<file path="src/rtl/uft_pkg.sv">
package uft_pkg;
  localparam int DATA_W    = 8;
  localparam int MAX_FRAME = 12;

  typedef enum logic [1:0] {
    PAR_NONE = 2'b00,
    PAR_ODD  = 2'b01,
    PAR_EVEN = 2'b10,
    PAR_ONE  = 2'b11
  } par_e;

  typedef struct packed {
    logic nine;
    logic len8;
    logic psel1;
    logic xbit_psel0;
    logic stop2;
  } fmt_t;

  function automatic logic [3:0] data_len(fmt_t f);
    return f.nine ? 4'd9 : (f.len8 ? 4'd8 : 4'd7);
  endfunction

  function automatic logic par_on(fmt_t f);
    return !f.nine && ({f.psel1, f.xbit_psel0} != 2'b00);
  endfunction

  function automatic logic par_bit(fmt_t f, logic [DATA_W-1:0] d);
    logic x;
    x = f.len8 ? ^d : ^d[DATA_W-2:0];
    case (par_e'({f.psel1, f.xbit_psel0}))
      PAR_ODD:  return ~x;
      PAR_EVEN: return x;
      PAR_ONE:  return 1'b1;
      default:  return 1'b0;
    endcase
  endfunction
endpackage

</file>
<file path="src/rtl/uft_tx.sv">
module uft_tx
  import uft_pkg::*;
#(
  parameter int OVS = 16
) (
  input  logic              clk,
  input  logic              rst_n,
  input  logic              tick,
  input  fmt_t              fmt,
  input  logic [DATA_W-1:0] buf_data,
  input  logic              buf_full,
  output logic              take,
  output logic              busy,
  output logic              txd
);
  localparam int SUBW = $clog2(OVS);

  logic [MAX_FRAME-1:0] sh, fr;
  logic [3:0]           left, nb, dl;
  logic [SUBW-1:0]      sub;
  logic [DATA_W:0]      d9;
  logic                 pon;

  always_comb begin
    dl  = data_len(fmt);
    pon = par_on(fmt);
    d9  = {fmt.xbit_psel0, buf_data};
    fr  = '1;
    fr[0] = 1'b0;
    for (int i = 0; i <= DATA_W; i++) begin
      if (i < int'(dl)) fr[i+1] = d9[i];
    end
    if (pon) fr[dl+4'd1] = par_bit(fmt, buf_data);
    nb = 4'd1 + dl + {3'b000, pon} + (fmt.stop2 ? 4'd2 : 4'd1);
  end

  assign take = !busy && buf_full;
  assign txd  = busy ? sh[0] : 1'b1;

  always_ff @(posedge clk or negedge rst_n) begin
    if (!rst_n) begin
      sh   <= '1;
      left <= '0;
      sub  <= '0;
      busy <= 1'b0;
    end else if (take) begin
      sh   <= fr;
      left <= nb;
      sub  <= '0;
      busy <= 1'b1;
    end else if (busy && tick) begin
      if (sub == SUBW'(OVS-1)) begin
        sub  <= '0;
        sh   <= {1'b1, sh[MAX_FRAME-1:1]};
        left <= left - 4'd1;
        if (left == 4'd1) busy <= 1'b0;
      end else begin
        sub <= sub + 1'b1;
      end
    end
  end
endmodule

</file>
<file path="src/rtl/uft_rx.sv">
module uft_rx
  import uft_pkg::*;
#(
  parameter int OVS  = 16,
  parameter int SYNC = 2
) (
  input  logic            clk,
  input  logic            rst_n,
  input  logic            tick,
  input  fmt_t            fmt,
  input  logic            rxd,
  output logic            done,
  output logic [DATA_W:0] data,
  output logic            ferr,
  output logic            perr
);
  localparam int SUBW = $clog2(OVS);
  localparam int CW   = SUBW + 4;
  localparam int MID  = OVS / 2 - 1;

  logic [SYNC-1:0] sy;
  logic            rxs, active, pb, pon;
  logic [CW-1:0]   cnt;
  logic [3:0]      idx, dl;

  assign rxs = sy[SYNC-1];
  assign idx = cnt[CW-1:SUBW];
  assign dl  = data_len(fmt);
  assign pon = par_on(fmt);

  always_ff @(posedge clk or negedge rst_n) begin
    if (!rst_n) sy <= '1;
    else        sy <= {sy[SYNC-2:0], rxd};
  end

  always_ff @(posedge clk or negedge rst_n) begin
    if (!rst_n) begin
      active <= 1'b0;
      cnt    <= '0;
      data   <= '0;
      pb     <= 1'b0;
      done   <= 1'b0;
      ferr   <= 1'b0;
      perr   <= 1'b0;
    end else begin
      done <= 1'b0;
      if (!active) begin
        if (tick && !rxs) begin
          active <= 1'b1;
          cnt    <= '0;
          data   <= '0;
        end
      end else if (tick) begin
        cnt <= cnt + 1'b1;
        if (cnt[SUBW-1:0] == SUBW'(MID)) begin
          if (idx == 4'd0) begin
            if (rxs) active <= 1'b0;
          end else if (idx <= dl) begin
            data[idx-4'd1] <= rxs;
          end else if (pon && idx == dl + 4'd1) begin
            pb <= rxs;
          end else begin
            done   <= 1'b1;
            ferr   <= !rxs;
            perr   <= pon && (pb != par_bit(fmt, data[DATA_W-1:0]));
            active <= 1'b0;
          end
        end
      end
    end
  end
endmodule

</file>
<file path="src/rtl/uft_xcvr.sv">
module uft_xcvr
  import uft_pkg::*;
#(
  parameter int OVS  = 16,
  parameter int SYNC = 2
) (
  input  logic              clk,
  input  logic              rst_n,
  input  logic              tick16,
  input  logic              cfg_nine,
  input  logic              cfg_len8,
  input  logic              cfg_psel1,
  input  logic              cfg_xbit_psel0,
  input  logic              cfg_stop2,
  input  logic              tx_ien,
  input  logic              rx_ien,
  input  logic [DATA_W-1:0] tx_data,
  input  logic              tx_valid,
  output logic              tx_ready,
  output logic              txd,
  input  logic              rxd,
  output logic [DATA_W-1:0] rx_data,
  output logic              rx_valid,
  input  logic              rx_ready,
  output logic              rx_bit9,
  output logic              rx_err_frame,
  output logic              rx_err_parity,
  output logic              rx_err_overrun,
  output logic              tx_irq,
  output logic              rx_irq
);
  fmt_t              fmt;
  logic [DATA_W-1:0] tbuf;
  logic              tfull, take, tx_busy;
  logic              rx_done, f_err, p_err, rd;
  logic [DATA_W:0]   f_data;

  assign fmt = '{nine: cfg_nine, len8: cfg_len8, psel1: cfg_psel1,
                 xbit_psel0: cfg_xbit_psel0, stop2: cfg_stop2};

  uft_tx #(.OVS(OVS)) i_tx (
    .clk(clk), .rst_n(rst_n), .tick(tick16), .fmt(fmt),
    .buf_data(tbuf), .buf_full(tfull), .take(take), .busy(tx_busy), .txd(txd)
  );

  uft_rx #(.OVS(OVS), .SYNC(SYNC)) i_rx (
    .clk(clk), .rst_n(rst_n), .tick(tick16), .fmt(fmt), .rxd(rxd),
    .done(rx_done), .data(f_data), .ferr(f_err), .perr(p_err)
  );

  assign tx_ready = !tfull;
  assign tx_irq   = !tfull && tx_ien;
  assign rd       = rx_valid && rx_ready;
  assign rx_irq   = rx_valid && rx_ien;

  always_ff @(posedge clk or negedge rst_n) begin
    if (!rst_n) begin
      tbuf  <= '0;
      tfull <= 1'b0;
    end else if (tx_valid && !tfull) begin
      tbuf  <= tx_data;
      tfull <= 1'b1;
    end else if (take) begin
      tfull <= 1'b0;
    end
  end

  always_ff @(posedge clk or negedge rst_n) begin
    if (!rst_n) begin
      rx_data        <= '0;
      rx_bit9        <= 1'b0;
      rx_valid       <= 1'b0;
      rx_err_frame   <= 1'b0;
      rx_err_parity  <= 1'b0;
      rx_err_overrun <= 1'b0;
    end else if (rx_done) begin
      if (!rx_valid || rd) begin
        rx_data        <= f_data[DATA_W-1:0];
        rx_bit9        <= f_data[DATA_W];
        rx_err_frame   <= f_err;
        rx_err_parity  <= p_err;
        rx_err_overrun <= 1'b0;
        rx_valid       <= 1'b1;
      end else begin
        rx_err_overrun <= 1'b1;
      end
    end else if (rd) begin
      rx_valid <= 1'b0;
    end
  end
endmodule

</file>
<file path="config.mk">
export PLATFORM = sky130hd
export DESIGN_NAME = uft_xcvr
export DESIGN_NICKNAME = d
export VERILOG_FILES = /design/src/rtl/uft_pkg.sv /design/src/rtl/uft_tx.sv /design/src/rtl/uft_rx.sv /design/src/rtl/uft_xcvr.sv
export SDC_FILE = /design/constraint.sdc
export NUM_CORES = 1
export LEC_CHECK = 0
export ABC_CLOCK_PERIOD_IN_PS = 2260
export BUFFER_PORTS_ARGS = -buffer_cell sky130_fd_sc_hd__buf_2
export CAP_MARGIN = 25
export CORE_AREA = 2 2 58 114
export CTS_BUF_LIST = sky130_fd_sc_hd__clkbuf_4 sky130_fd_sc_hd__clkbuf_8 sky130_fd_sc_hd__clkbuf_16
export CTS_CLUSTER_SIZE = 24
export DETAILED_ROUTE_END_ITERATION = 8
export DIE_AREA = 0 0 60 116
export GPL_ROUTABILITY_DRIVEN = 1
export PLACE_DENSITY = 0.77
export SYNTH_ARGS = -nofsm -noshare
export SYNTH_HDL_FRONTEND = slang
export SYNTH_SLANG_ARGS = --single-unit
</file>
<file path="constraint.sdc">
create_clock -name clk -period 2.26 [get_ports clk]
set_input_delay 0.452 -clock clk [delete_from_list [all_inputs] [get_ports clk]]
set_output_delay 0.452 -clock clk [all_outputs]
set_load 0.02 [all_outputs]
</file>
### Word level (Yosys, flattened, before mapping)

Index checks and enable logic that the tools add are counted.

* register bits after elaboration: 67
* latch bits: 0
* memory bits (writable): 0
* bits in read-only memories: 0
* input port bits: 21
* output and inout bits: 17
* logic and storage cells: 170
* memories kept: 0

* add/sub/neg operators: 7
* multiply operators: 0
* div/mod/pow operators: 0
* $lt $le $gt $ge: 14
* equality and inequality tests: 13
* shifts and indexed selects: 0
* multiplexer cells: 73
* bitwise operators: 5
* reductions and logical operators: 38

Operator list (count)
* 9-bit 2-to-1 mux: 6
* 12-bit 2-to-1 mux: 4
* 1-bit 2-to-1 mux: 45
* 4-bit 2-to-1 mux: 8
* 8-bit 2-to-1 mux: 3
* 3-bit by 4-bit less-than comparator with 1-bit output (first input constant): 4
* 8-bit XOR reduction: 2
* 2-bit nonzero test: 7
* 7-bit XOR reduction: 2
* 12-bit bitwise mux: 1
* 1-bit logical AND: 12
* 6-bit AND reduction: 2
* 4-bit by 5-bit less-than comparator with 1-bit output (second input constant): 2
* 2-bit inequality test (second input constant): 5
* 9-bit bitwise mux: 1
* 4-bit by 1-bit adder with 4-bit output (second input constant): 2
* 8-bit by 1-bit adder with 8-bit output (second input constant): 1
* 1-bit demux with 4-bit select: 2
* 4-bit by 1-bit greater-or-equal comparator with 1-bit output (second input constant): 2
* 1-bit by 4-bit less-than comparator with 1-bit output (first input constant): 2
* 2-bit by 4-bit less-than comparator with 1-bit output (first input constant): 2
* 2-bit AND reduction: 4
* 4-bit by 1-bit subtractor with 4-bit output (second input constant): 2
* 1-bit case mux with 3 select lines: 2
* 18 further kinds: 27

### Depth between registers and ports, before layout

Gate-level depths: netlist of run 1.

* depth after elaboration: 13
* mapped depth: 9
* mapped depth without buffers: 9

### Hierarchy

Synthesis of run 1 repeated with hierarchy kept, for this count alone.

* cells, all modules: 341
* area total of the unflattened synthesis: 3588.4 um^2

Modules (own cells, without submodules)
* uft_rx: instances 1, cells each 158, area each 1450.1 um^2, seq. area each 603.1 um^2
* uft_tx: instances 1, cells each 130, area each 1234.9 um^2, seq. area each 540.5 um^2
* uft_xcvr: instances 1, cells each 53, area each 903.4 um^2, seq. area each 550.5 um^2

### Least setup slack after synthesis of run 1

Ideal clock, no wire load.

* path kind: input-to-reg
* start: in cfg_nine
* end: reg i_rx.pb
* library setup time: 125 ps
* data arrival time: 1934 ps
* required time: 2135 ps
* path slack: 201 ps
* stages on the path: 6
* path buffers: 0
* cell sequence: inv_1 > nand2_1 > ha_1 > or4b_2 > nand2b_1 > mux2_2

* word-level cells in the longest chain between the ends: 5
* elaborated cells between the ends (all ways): 9
* those cells by class: 1 x add/sub; 1 x order compare; 1 x eq/ne; 1 x mux; 1 x bitwise; 4 x reduce/logical

RTL lines
* start, declared: line uft_xcvr.sv:10 `input logic cfg_nine,`
* 4-bit 2-to-1 mux: line uft_pkg.sv:21 `return f.nine ? 4'd9 : (f.len8 ? 4'd8 : 4'd7);`
* 4-bit by 1-bit adder with 4-bit output: line uft_rx.sv:60 `end else if (pon && idx == dl + 4'd1) begin`
* 4-bit equality test: line uft_rx.sv:60
* 1-bit logical AND: line uft_rx.sv:60
* 6-bit AND reduction (no source line) (*)
* end signal, assigned: line uft_rx.sv:61 `pb <= rxs;`
* end, declared: line uft_rx.sv:22 `logic rxs, active, pb, pon;`

Every way passes the cells marked *; elsewhere a longest branch is shown, timed or not.
A chain may end at the register's enable or synchronous reset.

### Worst setup path in the final report of run 1

* start: reg i_rx.cnt[4]
* end: reg i_rx.pb

* word-level cells in the longest chain between the ends: 3
* elaborated cells between the ends (all ways): 7
* those cells by class: 1 x order compare; 1 x eq/ne; 2 x bitwise; 3 x reduce/logical

RTL lines
* start, declared: line uft_rx.sv:23 `logic [CW-1:0] cnt;`
* start signal, assigned: line uft_rx.sv:54 `cnt <= cnt + 1'b1;`
* 4-bit less-or-equal comparator, or another cell as far along: line uft_rx.sv:58 `end else if (idx <= dl) begin`
* 1-bit NOT (no source line) or 1-bit logical AND (tied branches)
* 6-bit AND reduction (no source line) (*)

Marked as above.

==> metrics.csv, run 1 <==
stage,metric,value,unit
run_status,status,"finished, final reports clean",
global_routing,grt.met2_usage,42.1,%
clock_tree,insertion_delay,330,ps
routing,drtIter0Drc,114,
synthesis,synth_fp_nets,358,
die,io_pins,38,
sta,relSlewSlack,67.7,%
synthesis,netlist_area,3410,um^2
pwr,power.switching,0.00127,W
global_routing,antenna_found_initial,0,
die,dieArea,6960,um^2
clock_tree,cts_root_buffer,clkbuf_16,
worst_setup_path,reg2reg_setup_slack,190,ps
finish,n_antenna_cell,0,
synthesis,synth-async-reset-ratio,100,%
routing,routedWlPerCell,15.6,um
synthesis,synth_cells,327,
global_routing,grt_max_degree,68,
synthesis,yosys.area_share.adder,3.89,%
synthesis,synth-edff-count,0,
synthesis,synthMuxAreaShare,11.2,%
pwr,p_int,0.00311,W
finish,final_area,4050,um^2
sta,clock_skew,5.94,ps
worst_setup_path,cp-end-kind,flip-flop,
placed_design,post-place-cells,445,
synthesis,synth.distinct_cells,45,
worst_setup_path,r2r_end,i_rx.pb$_DFFE_PN0P_,
routing,finalWirelength,7190,um
placed_design,io_buffers,37,
finish,nFillCells,460,
worst_setup_path,crit_arrival,2290,ps
pwr,combPwrFrac,25.5,%
finish,mostFrequentLayoutCell,dfrtp_1,
placed_design,dp_slack,-109,ps
synthesis,synthXorXnorAreaFrac,5.29,%
finish,most-common-layout-cells,"dfrtp_1 (53), nand2_1 (39), buf_2 (37), o21ai_0 (34), mux2_2 (22)",
sta,setup_violations,0,
global_routing,grt_usage,23.6,%
worst_setup_path,rr_startpoint,i_rx.cnt[4]$_DFFE_PN0P_,
clock_tree,clk_pin_slew,50,ps
worst_hold_path,min_path_type,input port to asynchronous set/reset pin,
global_routing,busiest_layer,met2,
pwr,power.share.switching,28.9,%
clock_tree,clockBufferDepth,2,
finish,multiInputGateArea,1590,um^2
synthesis,synth_top_family_by_area,simple AND/OR/NAND/NOR gates,
die,start_util,56.2,%
global_routing,grtUsageMet3,5.58,%
worst_setup_path,critPathLaunchType,flip-flop,
finish,seqCellArea,1690,um^2
placed_design,hpwlAfterDp,5180,um
routing,viasPerCell,5.59,
finish,post-route-util,66.9,%
global_routing,grt_pass1_wl,12100,um
routing,route.detailed.drc,0,
sta,final_hold_viol_count,0,
placed_design,place_congestion,0.864,
sta,clock.fmax,482,MHz
global_routing,grt_pass1_vias,2649,
sta,fin_crit_sh,91.8,%
routing,ant_nets,0,
sta,fin_ws,186,ps
synthesis,syn_area_per_cell,10.4,um^2
sta,tns,0,ps
clock_tree,hold_buffers,0,
clock_tree,numCtsBuffers,9,
die,row_count,40,
clock_tree,post_cts_buffers,0,
synthesis,synthFlopType,dfrtp_1,
sta,slew_viol_final,0,
clock_tree,cts_tree,yes,
synthesis,yosysWarnings,0,
routing,dr_total_vias,2576,
synthesis,synth_compound_area_share,12.1,%
finish,layout-drive-gt1-share,28.1,%
pwr,ir_drop,0.577,mV
sta,worstMarginPinSlew,484,ps
synthesis,synth_seq_area_share,49.7,%
placed_design,place_area,3730,um^2
pwr,power_frac_clock,33.0,%
run,maxCapViolCount,0,
worst_setup_path,worst_ep_required_time,2470,ps
finish,area_growth,18.9,%
die,die_w,60,um
routing,drt-pass1-iter-count,4,
global_routing,grtUsageMet1,24.6,%
pwr,power.leakage,1.90,nW
die,die_height,116,um
worst_setup_path,reg2reg_depth,5,
worst_setup_path,cp_max_fo,7,
die,coreArea,6060,um^2
worst_setup_path,critPathKind,flip-flop to flip-flop,
sta,period_needed,2070,ps
clock_tree,clock-sinks,67,
clock_tree,h-tree-depth,3,
pwr,pwr-share-seq,41.5,%
synthesis,ys_ff_latch,67,
global_routing,overflow,0,
finish,nets,403,
finish,layout.cells.non_filler,461,
pwr,power_density,1080,nW/um^2
synthesis,synth-simple-area-share,14.3,%
flip-flops by register name, summed over array words and instances (netlist names), 2 cells and up:
register,flops
i_rx.sy,2
rx_data,8
i_rx.data,9
i_tx.sub,4
tbuf,8
i_tx.left,4
i_tx.sh,12
i_rx.cnt,8
cells by family (layout without fill, tap and decap cells):
logic type / count (synthesis) / in the layout
muxes: 34 / 34
and+or+nand+nor: 99 / 99
buffers and inverters: 29 / 79
xor gates and xnor gates: 19 / 19
AOI/OAI and AO/OA: 69 / 69
adders and majority gates: 10 / 10
DFF: 67 / 67
metrics by stage:
| stage | total power [W] | hold slack (ps) |
|---|---|---|
| 2_1_floorplan | 0.00264 | 156 |
| 3_3_place_gp | 0.00289 | 346 |
| 3_5_place_dp | 0.00295 | 347 |
| 4_1_cts | 0.00442 | 138 |
| 5_1_grt | 0.00464 | 141 |
| 6_report | 0.00438 | 126 |
worst max-delay path: stages, from the launching register on:
cell and delay (ps):
dfrtp_1 440, inv_1 120, ha_1 320, or4b_2 640, nand2b_1 180, mux2_2 270
area by class of cell:
cell class | instances | share of cell area, %
clock buffers | 14 | 6.95
clock inverters | 2 | 0.865
inverters | 14 | 1.30
multi-input cells | 231 | 39.4
flip-flops and latches | 67 | 41.8
well taps | 84 | 2.60
repair buffers | 49 | 7.11
cell usage after synthesis, drive strengths merged, types with 3 or more instances:
library cell | number | area, um^2
a21oi | 10 | 50.1
and2 | 3 | 18.8
mux2i | 11 | 110
nand2b | 7 | 51.3
nor3 | 3 | 15.0
clkbuf | 10 | 38.8
ha | 9 | 113
and3 | 4 | 25.0
nor2 | 19 | 71.3
xnor2 | 16 | 140
mux2 | 22 | 248
dfrtp | 53 | 1330
a22o | 4 | 35.0
o211ai | 3 | 22.5
nand3 | 9 | 45.0
inv | 13 | 48.8
o31a | 3 | 26.3
o21a | 3 | 22.5
nor2b | 4 | 25.0
o21ai | 35 | 175
nand4 | 3 | 18.8
dfstp | 14 | 368
a31oi | 4 | 25.0
nand2 | 39 | 146
buf | 5 | 30.0
o31ai | 4 | 30.0
repair_timing:
action / 4_1_cts / 5_1_grt
gates resized for setup: 0 / 1
hold endpoints to repair: 0 / 0
endpoints found under the setup margin: 0 / 9
per-layer routing:
layer	routed length [um]	share of wire [%]
met5	0	0
met4	216	3.0
met3	242	3.4
met2	4120	57
met1	2610	36
power by group through the flow:
stage               combinational [W]  clock [W]  sequential, W
floorplan                    0.000899          0        0.00174
global placement              0.00107          0        0.00182
detailed placement            0.00112          0        0.00183
CTS                           0.00113    0.00147        0.00182
global route                  0.00125    0.00152        0.00186
finish                        0.00112    0.00144        0.00182
worst max path at each step:
stage               cells past startpoint                  endpoint                     from
global placement                       10  i_rx.data[2]$_DFFE_PN0P_                 cfg_nine
CTS                                     7  i_rx.data[2]$_DFFE_PN0P_  i_rx.cnt[7]$_DFFE_PN0P_
finish                                  5       i_rx.pb$_DFFE_PN0P_  i_rx.cnt[4]$_DFFE_PN0P_
detailed placement                     10  i_rx.data[2]$_DFFE_PN0P_                 cfg_nine
floorplan                               6       i_rx.pb$_DFFE_PN0P_                 cfg_nine
global route                           10  i_rx.data[2]$_DFFE_PN0P_                 cfg_nine
No activity file was read; power rests on OpenSTA's default activity.
==> run 2, diff against run 1 <==
==> constraint.sdc (replaced) <==
create_clock -name clk -period 2.26 [get_ports clk]
set_input_delay 0.565 -clock clk [delete_from_list [all_inputs] [get_ports clk]]
set_output_delay 0.565 -clock clk [all_outputs]
set_load 0.02 [all_outputs]
==> run 2 against run 1 <==
Sequential power hardly changed; design area grew 0.34%; sequential share of layout area shrank 0.14 points; via count down 0.43%; clock-buffer cell count shrank 4; core utilization is 0.23 points higher; register-to-register slack about the same; power shrank 0.84%; non-clock buffer count grew 3; worst setup slack better by 8.7 ps; clock power is 3% lower.
==> metrics.csv, run 2 (synthesized netlist as in run 1, its figures left out) <==
stage,metric,value,unit,change
clock_tree,h-tree-depth,3,,unchanged
sta,worstMarginPinSlew,486,ps,+2.55 ps
worst_setup_path,critPathLaunchType,input port,,
clock_tree,insertion_delay,330,ps,about the same
worst_setup_path,crit_arrival,2270,ps,-20 ps
finish,largestRegisters,"i_tx.sh: 12 flops, i_rx.data: 9 flops",,
worst_setup_path,worst_ep_required_time,2460,ps,about the same
finish,nets,406,,+0.74%
sta,slew_viol_final,0,,unchanged
pwr,power.share.switching,30.2,%,+1.3 points
routing,top_layer,met4,,
global_routing,grt_pass1_vias,2550,,-3.7%
finish,nFillCells,454,,-1.3%
routing,met1_length,2730,um,+4.4%
placed_design,dp_slack,-244,ps,-135 ps
sta,setup_violations,0,,unchanged
run_status,status,"finished, final reports clean",,
placed_design,post-place-cells,447,,+0.45%
die,start_util,56.2,%,unchanged
run,maxCapViolCount,0,,unchanged
global_routing,overflow,0,,unchanged
clock_tree,numCtsBuffers,9,,unchanged
clock_tree,clock-sinks,67,,unchanged
global_routing,grt_max_degree,68,,unchanged
finish,seqCellArea,1690,um^2,unchanged
pwr,p_int,0.00303,W,-2.6%
routing,routedWlPerCell,15.8,um,+1.1%
finish,mostFrequentLayoutCell,dfrtp_1,,
routing,viasPerCell,5.53,,-1.1%
worst_setup_path,cp_max_fo,9,,+2
pwr,power.leakage,1.90,nW,about the same
sta,fin_crit_sh,91.4,%,-0.39 points
global_routing,grt_pass1_wl,12000,um,-0.86%
sta,final_hold_viol_count,0,,unchanged
routing,dr_total_vias,2565,,-0.43%
pwr,pwr-share-seq,41.9,%,+0.4 points
clock_tree,clockBufferDepth,2,,unchanged
routing,finalWirelength,7310,um,+1.8%
routing,wl_met2,4190,um,+1.8%
finish,regMostFlops,i_tx.sh,,
die,dieArea,6960,um^2,unchanged
sta,clock.fmax,484,MHz,+0.42%
pwr,power.switching,0.00131,W,+3.5%
finish,area_growth,19.3,%,
pwr,combPwrFrac,25.9,%,+0.4 points
finish,largest_register_ffs,12,,unchanged
global_routing,antenna_found_initial,0,,unchanged
pwr,power_frac_clock,32.2,%,-0.8 points
clock_tree,cts_root_buffer,clkbuf_16,,
die,die_w,60,um,unchanged
clock_tree,cts_tree,yes,,
finish,n_antenna_cell,0,,unchanged
worst_setup_path,cp-end-kind,flip-flop,,
pwr,ir_drop,0.597,mV,+3.3%
pwr,power_density,1070,nW/um^2,-1.2%
finish,layout-drive-gt1-share,28.9,%,+0.83 points
placed_design,hpwlAfterDp,5190,um,+0.21%
sta,relSlewSlack,67.5,%,-0.17 points
routing,route.detailed.drc,0,,unchanged
sta,clock_skew,3.42,ps,-2.52 ps
die,row_count,40,,unchanged
routing,wl_met3,199,um,-18%
die,coreArea,6060,um^2,unchanged
placed_design,place_congestion,0.864,,about the same
finish,multiInputGateArea,1600,um^2,+0.24%
placed_design,io_buffers,37,,unchanged
finish,most-common-layout-cells,"dfrtp_1 (53), nand2_1 (39), buf_2 (37), o21ai_0 (33), mux2_2 (22)",,
sta,period_needed,2070,ps,-8.74 ps
sta,fin_ws,195,ps,+8.74 ps
finish,layout.cells.non_filler,464,,+0.65%
routing,drtIter0Drc,150,,+32%
worst_setup_path,critPathKind,input port to flip-flop,,
clock_tree,clk_pin_slew,50,ps,about the same
die,io_pins,38,,unchanged
routing,drt-pass1-iter-count,4,,unchanged
worst_hold_path,min_path_type,input port to asynchronous set/reset pin,,
global_routing,grt_usage,23.4,%,-0.16 points
routing,ant_nets,0,,unchanged
die,die_height,116,um,unchanged
==> run 2: cell types whose count changed in the layout (fill, tap and decap cells not counted) <==
| cell | before | now |
|---|---|---|
| buf_4 | 11 | 14 |
| clkbuf_4 | 2 | 0 |
| clkbuf_8 | 3 | 1 |
| clkinv_4 | 0 | 2 |
| a21oi_1 | 10 | 9 |
| a21oi_2 | 0 | 1 |
| clkinv_2 | 1 | 2 |
| clkinvlp_4 | 0 | 1 |
| o21ai_0 | 34 | 33 |
| o21ai_1 | 0 | 1 |
==> run 2: path summary, 6_finish.rpt <==
check                                        startpoint                       end  slack, ps  cells past startpoint
worst max-delay path                           cfg_nine  i_rx.data[2]$_DFFE_PN0P_        190                     11
worst min-delay path                              rst_n  i_tx.left[1]$_DFFE_PN0P_        220                      2
worst max register to register  i_rx.cnt[4]$_DFFE_PN0P_       i_rx.pb$_DFFE_PN0P_        200                      5
worst min register to register     i_rx.sy[0]$_DFF_PN1_      i_rx.sy[1]$_DFF_PN1_        350                      0
max in group asynchronous                         rst_n    i_tx.sh[5]$_DFFE_PN1P_       1680                      2
min in group clk                                    rxd      i_rx.sy[0]$_DFF_PN1_        330                      1
==> run 2: routing by layer <==
metal,up-vias,track usage (%)
met3,17,4.46
met2,47,41.3
met5,-,0
met4,0,11.9
li1,1238,-
met1,1263,25.7
==> run 2: power by group through the flow <==
| stage | combinational [W] | clock [W] | sequential [W] |
|---|---|---|---|
| floorplan | 0.000899 | 0 | 0.00174 |
| global placement | 0.00107 | 0 | 0.00182 |
| detailed placement | 0.00112 | 0 | 0.00183 |
| CTS | 0.00113 | 0.00142 | 0.00182 |
| global route | 0.00125 | 0.00147 | 0.00186 |
| finish | 0.00112 | 0.00140 | 0.00182 |
==> run 2: critical path: stages <==
cell and delay (ps):
buf_2 110, nor2_1 140, inv_1 100, ha_1 290
o21a_1 180, o21a_1 200, a21oi_1 190, o21ai_2 60
buf_4 170, o21ai_0 160, o41ai_1 90
==> run 2: cell type report <==
type                       instances  share of cell area [%]
clock inverter                     6                    1.60
clock buffer                      10                    5.88
multi-input combinational        231                    39.3
inverter                          14                    1.29
sequential                        67                    41.7
timing repair buffer              52                    7.64
tap                               84                    2.59
==> run 2: through the flow <==
stage | utilization (%) | hold WS (ps) | TNS, ps | power (W) | area (um^2)
floorplan | - | 269 | 0 | 0.00264 | 3410
global placement | 61.8 | 346 | -925 | 0.00289 | 3740
detailed placement | 61.8 | 347 | -1700 | 0.00295 | 3740
CTS | 66.9 | 255 | 0 | 0.00437 | 4050
global route | 67.1 | 255 | -16.9 | 0.00458 | 4060
finish | 67.1 | 223 | 0 | 0.00434 | 4060
==> run 2: repair_timing <==
action / 4_1_cts / 5_1_grt
endpoints found under the hold margin: 0 / 0
setup endpoints to repair: 0 / 9
resized for setup: 0 / 3
hold buffers: 0 / 0
setup buffers: 0 / 1
